### src/rtl/pwm_seq_pkg.sv
package pwm_seq_pkg;
  timeunit 1ns;
  timeprecision 1ps;

  // Gate sequencing states; LEAD precedes the high side, TRAIL follows it.
  typedef enum logic [2:0] {
    GS_OFF   = 3'd0,
    GS_LEAD  = 3'd1,
    GS_HIGH  = 3'd2,
    GS_TRAIL = 3'd3,
    GS_LOW   = 3'd4
  } gate_st_t;
endpackage

### src/rtl/pwm_rst_sync.sv
module pwm_rst_sync (
  input  logic clk,
  input  logic arst_n,
  output logic rst_n_o
);
  timeunit 1ns;
  timeprecision 1ps;

  logic [1:0] stage_q;

  // Assert asynchronously, release after two clock edges.
  always_ff @(posedge clk or negedge arst_n) begin
    if (!arst_n) stage_q <= 2'b00;
    else         stage_q <= {stage_q[0], 1'b1};
  end

  assign rst_n_o = stage_q[1];
endmodule

### src/rtl/pwm_period_gen.sv
module pwm_period_gen #(
  parameter int CNT_W  = 8,
  parameter int PERIOD = 40
) (
  input  logic clk,
  input  logic rst_n,
  input  logic sync_i,
  output logic start_o,
  output logic cyc_o
);
  timeunit 1ns;
  timeprecision 1ps;

  localparam logic [CNT_W-1:0] LAST = CNT_W'(PERIOD - 1);
  localparam logic [CNT_W-1:0] ONE  = CNT_W'(1);

  logic             sync_q;
  logic [CNT_W-1:0] ph_q, ph_d;
  logic             sync_fall;

  assign sync_fall = sync_q & ~sync_i;
  assign start_o   = sync_fall | (ph_q == LAST);

  always_comb begin
    ph_d = ph_q + ONE;
    if (start_o) ph_d = '0;
  end

  always_ff @(posedge clk or negedge rst_n) begin
    if (!rst_n) begin
      sync_q <= 1'b0;
      ph_q   <= '0;
      cyc_o  <= 1'b0;
    end else begin
      sync_q <= sync_i;
      ph_q   <= ph_d;
      cyc_o  <= start_o;
    end
  end

  AST_PHASE_RANGE: assert property (@(posedge clk) disable iff (!rst_n)
    ph_q <= LAST);
  AST_STROBE_SINGLE: assert property (@(posedge clk) disable iff (!rst_n)
    cyc_o |=> !cyc_o);
  AST_SYNC_TAKEOVER: assert property (@(posedge clk) disable iff (!rst_n)
    (sync_q && !sync_i) |=> (cyc_o && ph_q == '0));
endmodule

### src/rtl/pwm_gate_fsm.sv
module pwm_gate_fsm
  import pwm_seq_pkg::*;
#(
  parameter int CNT_W = 8,
  parameter int DEAD  = 2,
  parameter int BLANK = 3,
  parameter int MAXON = 34
) (
  input  logic             clk,
  input  logic             rst_n,
  input  logic             start_i,
  input  logic             en_i,
  input  logic             oc_i,
  input  logic [CNT_W-1:0] duty_i,
  output logic             hs_o,
  output logic             ls_o
);
  timeunit 1ns;
  timeprecision 1ps;

  localparam logic [CNT_W-1:0] ONE     = CNT_W'(1);
  localparam logic [CNT_W-1:0] DEAD_M1 = CNT_W'(DEAD - 1);
  localparam logic [CNT_W-1:0] BLANK_C = CNT_W'(BLANK);
  localparam logic [CNT_W-1:0] MAXON_C = CNT_W'(MAXON);

  gate_st_t         st_q, st_d;
  logic [CNT_W-1:0] tcnt_q, tcnt_d;
  logic [CNT_W-1:0] lim_q, lim_d;
  logic             oc_hit, on_done;

  assign oc_hit  = oc_i && (tcnt_q >= BLANK_C);
  assign on_done = (tcnt_q + ONE) >= lim_q;

  always_comb begin
    st_d   = st_q;
    tcnt_d = tcnt_q + ONE;
    lim_d  = lim_q;
    if (!en_i) begin
      st_d   = GS_OFF;
      tcnt_d = '0;
    end else if (start_i) begin
      st_d   = GS_LEAD;
      tcnt_d = '0;
      lim_d  = (duty_i > MAXON_C) ? MAXON_C : duty_i;
    end else begin
      unique case (st_q)
        GS_LEAD: if (tcnt_q == DEAD_M1) begin
          st_d   = (lim_q == '0) ? GS_TRAIL : GS_HIGH;
          tcnt_d = '0;
        end
        GS_HIGH: if (on_done || oc_hit) begin
          st_d   = GS_TRAIL;
          tcnt_d = '0;
        end
        GS_TRAIL: if (tcnt_q == DEAD_M1) begin
          st_d   = GS_LOW;
          tcnt_d = '0;
        end
        default: tcnt_d = '0;  // OFF and LOW need no count
      endcase
    end
  end

  always_ff @(posedge clk or negedge rst_n) begin
    if (!rst_n) begin
      st_q   <= GS_OFF;
      tcnt_q <= '0;
      lim_q  <= '0;
    end else begin
      st_q   <= st_d;
      tcnt_q <= tcnt_d;
      lim_q  <= lim_d;
    end
  end

  assign hs_o = (st_q == GS_HIGH);
  assign ls_o = (st_q == GS_LOW);

  AST_HS_THEN_GAP: assert property (@(posedge clk) disable iff (!rst_n)
    hs_o |=> !ls_o);
  AST_LS_THEN_GAP: assert property (@(posedge clk) disable iff (!rst_n)
    ls_o |=> !hs_o);
  AST_MAX_ON: assert property (@(posedge clk) disable iff (!rst_n)
    hs_o |-> (tcnt_q < MAXON_C));
  AST_BLANK_HOLD: assert property (@(posedge clk) disable iff (!rst_n)
    (hs_o && en_i && !start_i && tcnt_q < BLANK_C && (tcnt_q + ONE) < lim_q) |=> hs_o);
  AST_OC_CUT: assert property (@(posedge clk) disable iff (!rst_n)
    (hs_o && oc_i && tcnt_q >= BLANK_C) |=> !hs_o);
  AST_OC_HOLD: assert property (@(posedge clk) disable iff (!rst_n)
    ((st_q == GS_TRAIL || st_q == GS_LOW) && !start_i) |=> !hs_o);
  AST_DISABLE_OFF: assert property (@(posedge clk) disable iff (!rst_n)
    !en_i |=> (!hs_o && !ls_o));
  AST_START_CUT: assert property (@(posedge clk) disable iff (!rst_n)
    start_i |=> (!hs_o && !ls_o));
endmodule

### src/rtl/pwm_gate_seq.sv
module pwm_gate_seq #(
  parameter int CNT_W  = 8,
  parameter int PERIOD = 40,
  parameter int DEAD   = 2,
  parameter int BLANK  = 3,
  parameter int MAXON  = 34
) (
  input  logic             clk,
  input  logic             rst_n,
  input  logic             sync_i,
  input  logic [CNT_W-1:0] duty_i,
  input  logic             oc_i,
  input  logic             en_i,
  output logic             hs_o,
  output logic             ls_o,
  output logic             cyc_o
);
  timeunit 1ns;
  timeprecision 1ps;

  logic srst_n;
  logic start;

  pwm_rst_sync u_rst (
    .clk     (clk),
    .arst_n  (rst_n),
    .rst_n_o (srst_n)
  );

  pwm_period_gen #(.CNT_W(CNT_W), .PERIOD(PERIOD)) u_period (
    .clk     (clk),
    .rst_n   (srst_n),
    .sync_i  (sync_i),
    .start_o (start),
    .cyc_o   (cyc_o)
  );

  pwm_gate_fsm #(.CNT_W(CNT_W), .DEAD(DEAD), .BLANK(BLANK), .MAXON(MAXON)) u_fsm (
    .clk     (clk),
    .rst_n   (srst_n),
    .start_i (start),
    .en_i    (en_i),
    .oc_i    (oc_i),
    .duty_i  (duty_i),
    .hs_o    (hs_o),
    .ls_o    (ls_o)
  );

  AST_RESET_QUIET: assert property (@(posedge clk)
    !srst_n |-> (!hs_o && !ls_o && !cyc_o));
endmodule

### config.mk
export PLATFORM = sky130hd
export DESIGN_NAME = pwm_gate_seq
export DESIGN_NICKNAME = d
export VERILOG_FILES = /design/src/rtl/pwm_seq_pkg.sv /design/src/rtl/pwm_rst_sync.sv /design/src/rtl/pwm_period_gen.sv /design/src/rtl/pwm_gate_fsm.sv /design/src/rtl/pwm_gate_seq.sv
export SDC_FILE = /design/constraint.sdc
export NUM_CORES = 1
export LEC_CHECK = 0
export BUFFER_PORTS_ARGS = -buffer_cell sky130_fd_sc_hd__buf_2
export CAP_MARGIN = 10
export CORE_MARGIN = 2
export CORE_UTILIZATION = 33
export DETAILED_ROUTE_END_ITERATION = 10
export SYNTH_ARGS = -nofsm -noshare
export SYNTH_HDL_FRONTEND = slang
export SYNTH_HIERARCHICAL = 1
export SYNTH_SLANG_ARGS = --single-unit
### constraint.sdc
create_clock -name clk -period 1.5 [get_ports clk]
set_input_delay 0.3 -clock clk [delete_from_list [all_inputs] [get_ports clk]]
set_output_delay 0.3 -clock clk [all_outputs]
set_load 0.03 [all_outputs]
==> impl_metrics.env <==
export IMPL_outcome="complete, but fails checks"
export IMPL_violations="setup timing"
export IMPL_nets=259
export IMPL_drt_iter0_drc=31
export IMPL_grt_pass1_vias=1388
export IMPL_cp_arrival_ps=2390
export IMPL_port_buffer_count=15
export IMPL_setup_viol=24
export IMPL_drv_cap=0
export IMPL_ys_flop_type="dfrtp_1"
export IMPL_grt_first_pass_wirelength_um=6210
export IMPL_cts_root_buffer="clkbuf_8"
export IMPL_min_period_over_period_pct=147.5
export IMPL_setup_tns_ps=-9736
export IMPL_viasPerCell=4.667
export IMPL_finalClockSkew_ps=6.753
export IMPL_fin_ws_ps=-713.0
export IMPL_yosysMostFrequentCell="dfrtp_1"
export IMPL_hold_viol_final=0
export IMPL_die_area_mm2=0.005695
export IMPL_rsz0062_at_grt="true"
export IMPL_clk_path_buf_depth=2
export IMPL_synth_nets=183
export IMPL_ant_nets=0
export IMPL_synth_edf_count=0
export IMPL_clock_latency_ps=290
export IMPL_place_ws_ps=-877.7
export IMPL_endpoint_kind="flop"
export IMPL_synth_seq_cells=31
export IMPL_hold_class="reg2async"
export IMPL_synthCells=159
export IMPL_syn_avg_cell_area_um2=10.60
export IMPL_antenna_found_initial=0
export IMPL_async_flop_share_pct=100.0
export IMPL_clkTransAtPathRegs_ps=70
export IMPL_cp_max_fo=5
export IMPL_gp_congestion=0.7711
export IMPL_antenna_cells=0
export IMPL_num_io_pins=16
export IMPL_syn2layout_area_growth_pct=53.97
export IMPL_syn_area_mm2=0.001685
export IMPL_max_freq_mhz=451.9
export IMPL_cts_buffers=5
export IMPL_wirelength_um=3780
export IMPL_drive_gt1_share_pct=47.46
export IMPL_n_fill_cell=444
export IMPL_start_util_pct=33.64
export IMPL_cp_start_kind="flop"
export IMPL_rows=26
export IMPL_slew_violations=0
export IMPL_ys_seq_area_share_pct=46.03
export IMPL_die_x_um=75.47
export IMPL_synth_area_leaders="dfrtp_1 46%, ha_1 8.2%, xor2_1 4.2%"
export IMPL_die_height_um=75.47
export IMPL_p_leak_nw=1.198
export IMPL_grt_use_total_pct=14.87
export IMPL_min_period_ps=2213
export IMPL_yosysTopAreaCellShare_pct=46.03
export IMPL_synth_area_leader_cell="dfrtp_1"
export IMPL_crit_required_ps=1680
export IMPL_pwr_density_cell_mw_per_mm2=853.0
export IMPL_r2r_slack_ps=-710
export IMPL_grt_max_degree=24
export IMPL_wl_per_cell_um=12.35
export IMPL_utilization_pct=51.80
export IMPL_worst_setup_path_type="reg2reg"
export IMPL_synth_warnings=6
export IMPL_coreArea_mm2=0.005010
export IMPL_drc_errors=0
export IMPL_cts_tree="built"
export IMPL_first_pass_iters=4
export IMPL_htreeDepth=2
export IMPL_synth_common_cells="31 x dfrtp_1, 16 x inv_1, 11 x a21oi_1, 11 x ha_1, 11 x nor2_1"
export IMPL_cts_sinks=31
export IMPL_hpwl_um=2771
export IMPL_synth_distinct_cells=40
export IMPL_ir_drop_v=0.0006442
export IMPL_grt_remaining_overflow=0
export IMPL_vias=1428
flip-flops by register name (all words and copies together), names as in the netlist:
register         flops
u_fsm/lim_q          8
u_period/ph_q        8
u_fsm/st_q           3
u_fsm/tcnt_q         8
u_period/sync_q      1
u_rst/stage_q        2
u_period/cyc_o       1
per-stage QoR:
stage	std cells	instance area, um^2	power, mW	hold slack [ps]
6_report	306	2595	2.214	118.9
5_1_grt	306	2595	2.332	145.9
4_1_cts	304	2537	2.234	132.2
3_5_place_dp	289	2240	1.348	86.12
3_3_place_gp	289	2240	1.342	86.29
2_1_floorplan	159	1715	1.152	4.409
worst max-delay path: stages, from the launching register on:
cell and delay, ps:
dfrtp_1 400, ha_2 210, and3_4 200, xor2_1 280
ha_1 290, nand4_1 110, a21oi_2 50, a211o_4 380
a31o_1 190
timing repair:
action | CTS | global route
buffers inserted | 5 | 3
hold buffers | 1 | 0
pin swaps | 26 | 14
resized for setup | 24 | 9
endpoints found under the hold margin | 2 | 0
gates cloned | 1 | 0
setup endpoints to repair | 26 | 26
routing by layer:
metal | up-vias | share of wire, % | GRT usage (%)
met1 | 682 | 47 | 19.50
met4 | 0 | 2.9 | 7.212
li1 | 719 | - | -
met3 | 8 | 3.0 | 4.497
met2 | 19 | 47 | 22.42
met5 | - | 0 | 0
logic make-up after synthesis:
family,synth area share (%)
and+or+nand+nor,17.67
AOI/OAI and AO/OA,18.19
DFF,46.03
buffers and inverters,4.528
adders and majority gates,8.166
xor gates and xnor gates,5.197
other,0.2225
final cells by class:
class                           instances  area, um^2  share of cell area (%)
Inverter                               16       60.06                   2.314
Sequential cell                        31       775.7                   29.89
Multi-Input combinational cell        111        1003                   38.67
Clock buffer                            6       82.58                   3.182
Timing Repair Buffer                   70       550.5                   21.22
Tap cell                               70       87.58                   3.375
Clock inverter                          2       35.03                   1.350
worst paths after layout:
| check | start | endpoint | cells past startpoint |
|---|---|---|---|
| max in group asynchronous | u_rst/stage_q[1] | u_fsm/tcnt_q[2] | 1 |
| min | u_rst/stage_q[1] | u_period/cyc_o | 0 |
| min reg2reg | u_rst/stage_q[1] | u_period/cyc_o | 0 |
| max reg2reg | u_fsm/tcnt_q[0] | u_fsm/st_q[0] | 8 |
| max | u_fsm/tcnt_q[0] | u_fsm/st_q[0] | 8 |
| min in group clk | sync_i | u_period/sync_q | 2 |
placed cells by master (no fill, tap or decap), types with 2 or more instances in the layout:
cell type,n
nor4_1,2
buf_12,2
o31ai_1,2
nor2_1,9
a2111o_1,2
dfrtp_1,31
buf_6,8
buf_4,46
or4_1,2
inv_1,12
xor2_1,5
nand3_1,5
ha_4,4
ha_1,6
a22o_1,4
xnor2_1,2
nor2b_1,3
a31oi_1,2
o21ai_0,3
a21oi_1,9
nand2b_1,2
nand2_1,9
clkbuf_8,6
inv_2,4
a21oi_2,2
nand2b_4,2
nand4_1,3
nor2_2,2
a211oi_2,5
buf_2,13
xor2_2,2
power by group:
part           total (mW)  switching, mW  internal [mW]
clock               0.850          0.313          0.537
sequential          0.936         0.0377          0.898
combinational       0.428          0.201          0.228
total                2.21          0.551           1.66
Note: power is estimated with default switching activity, not from simulation.
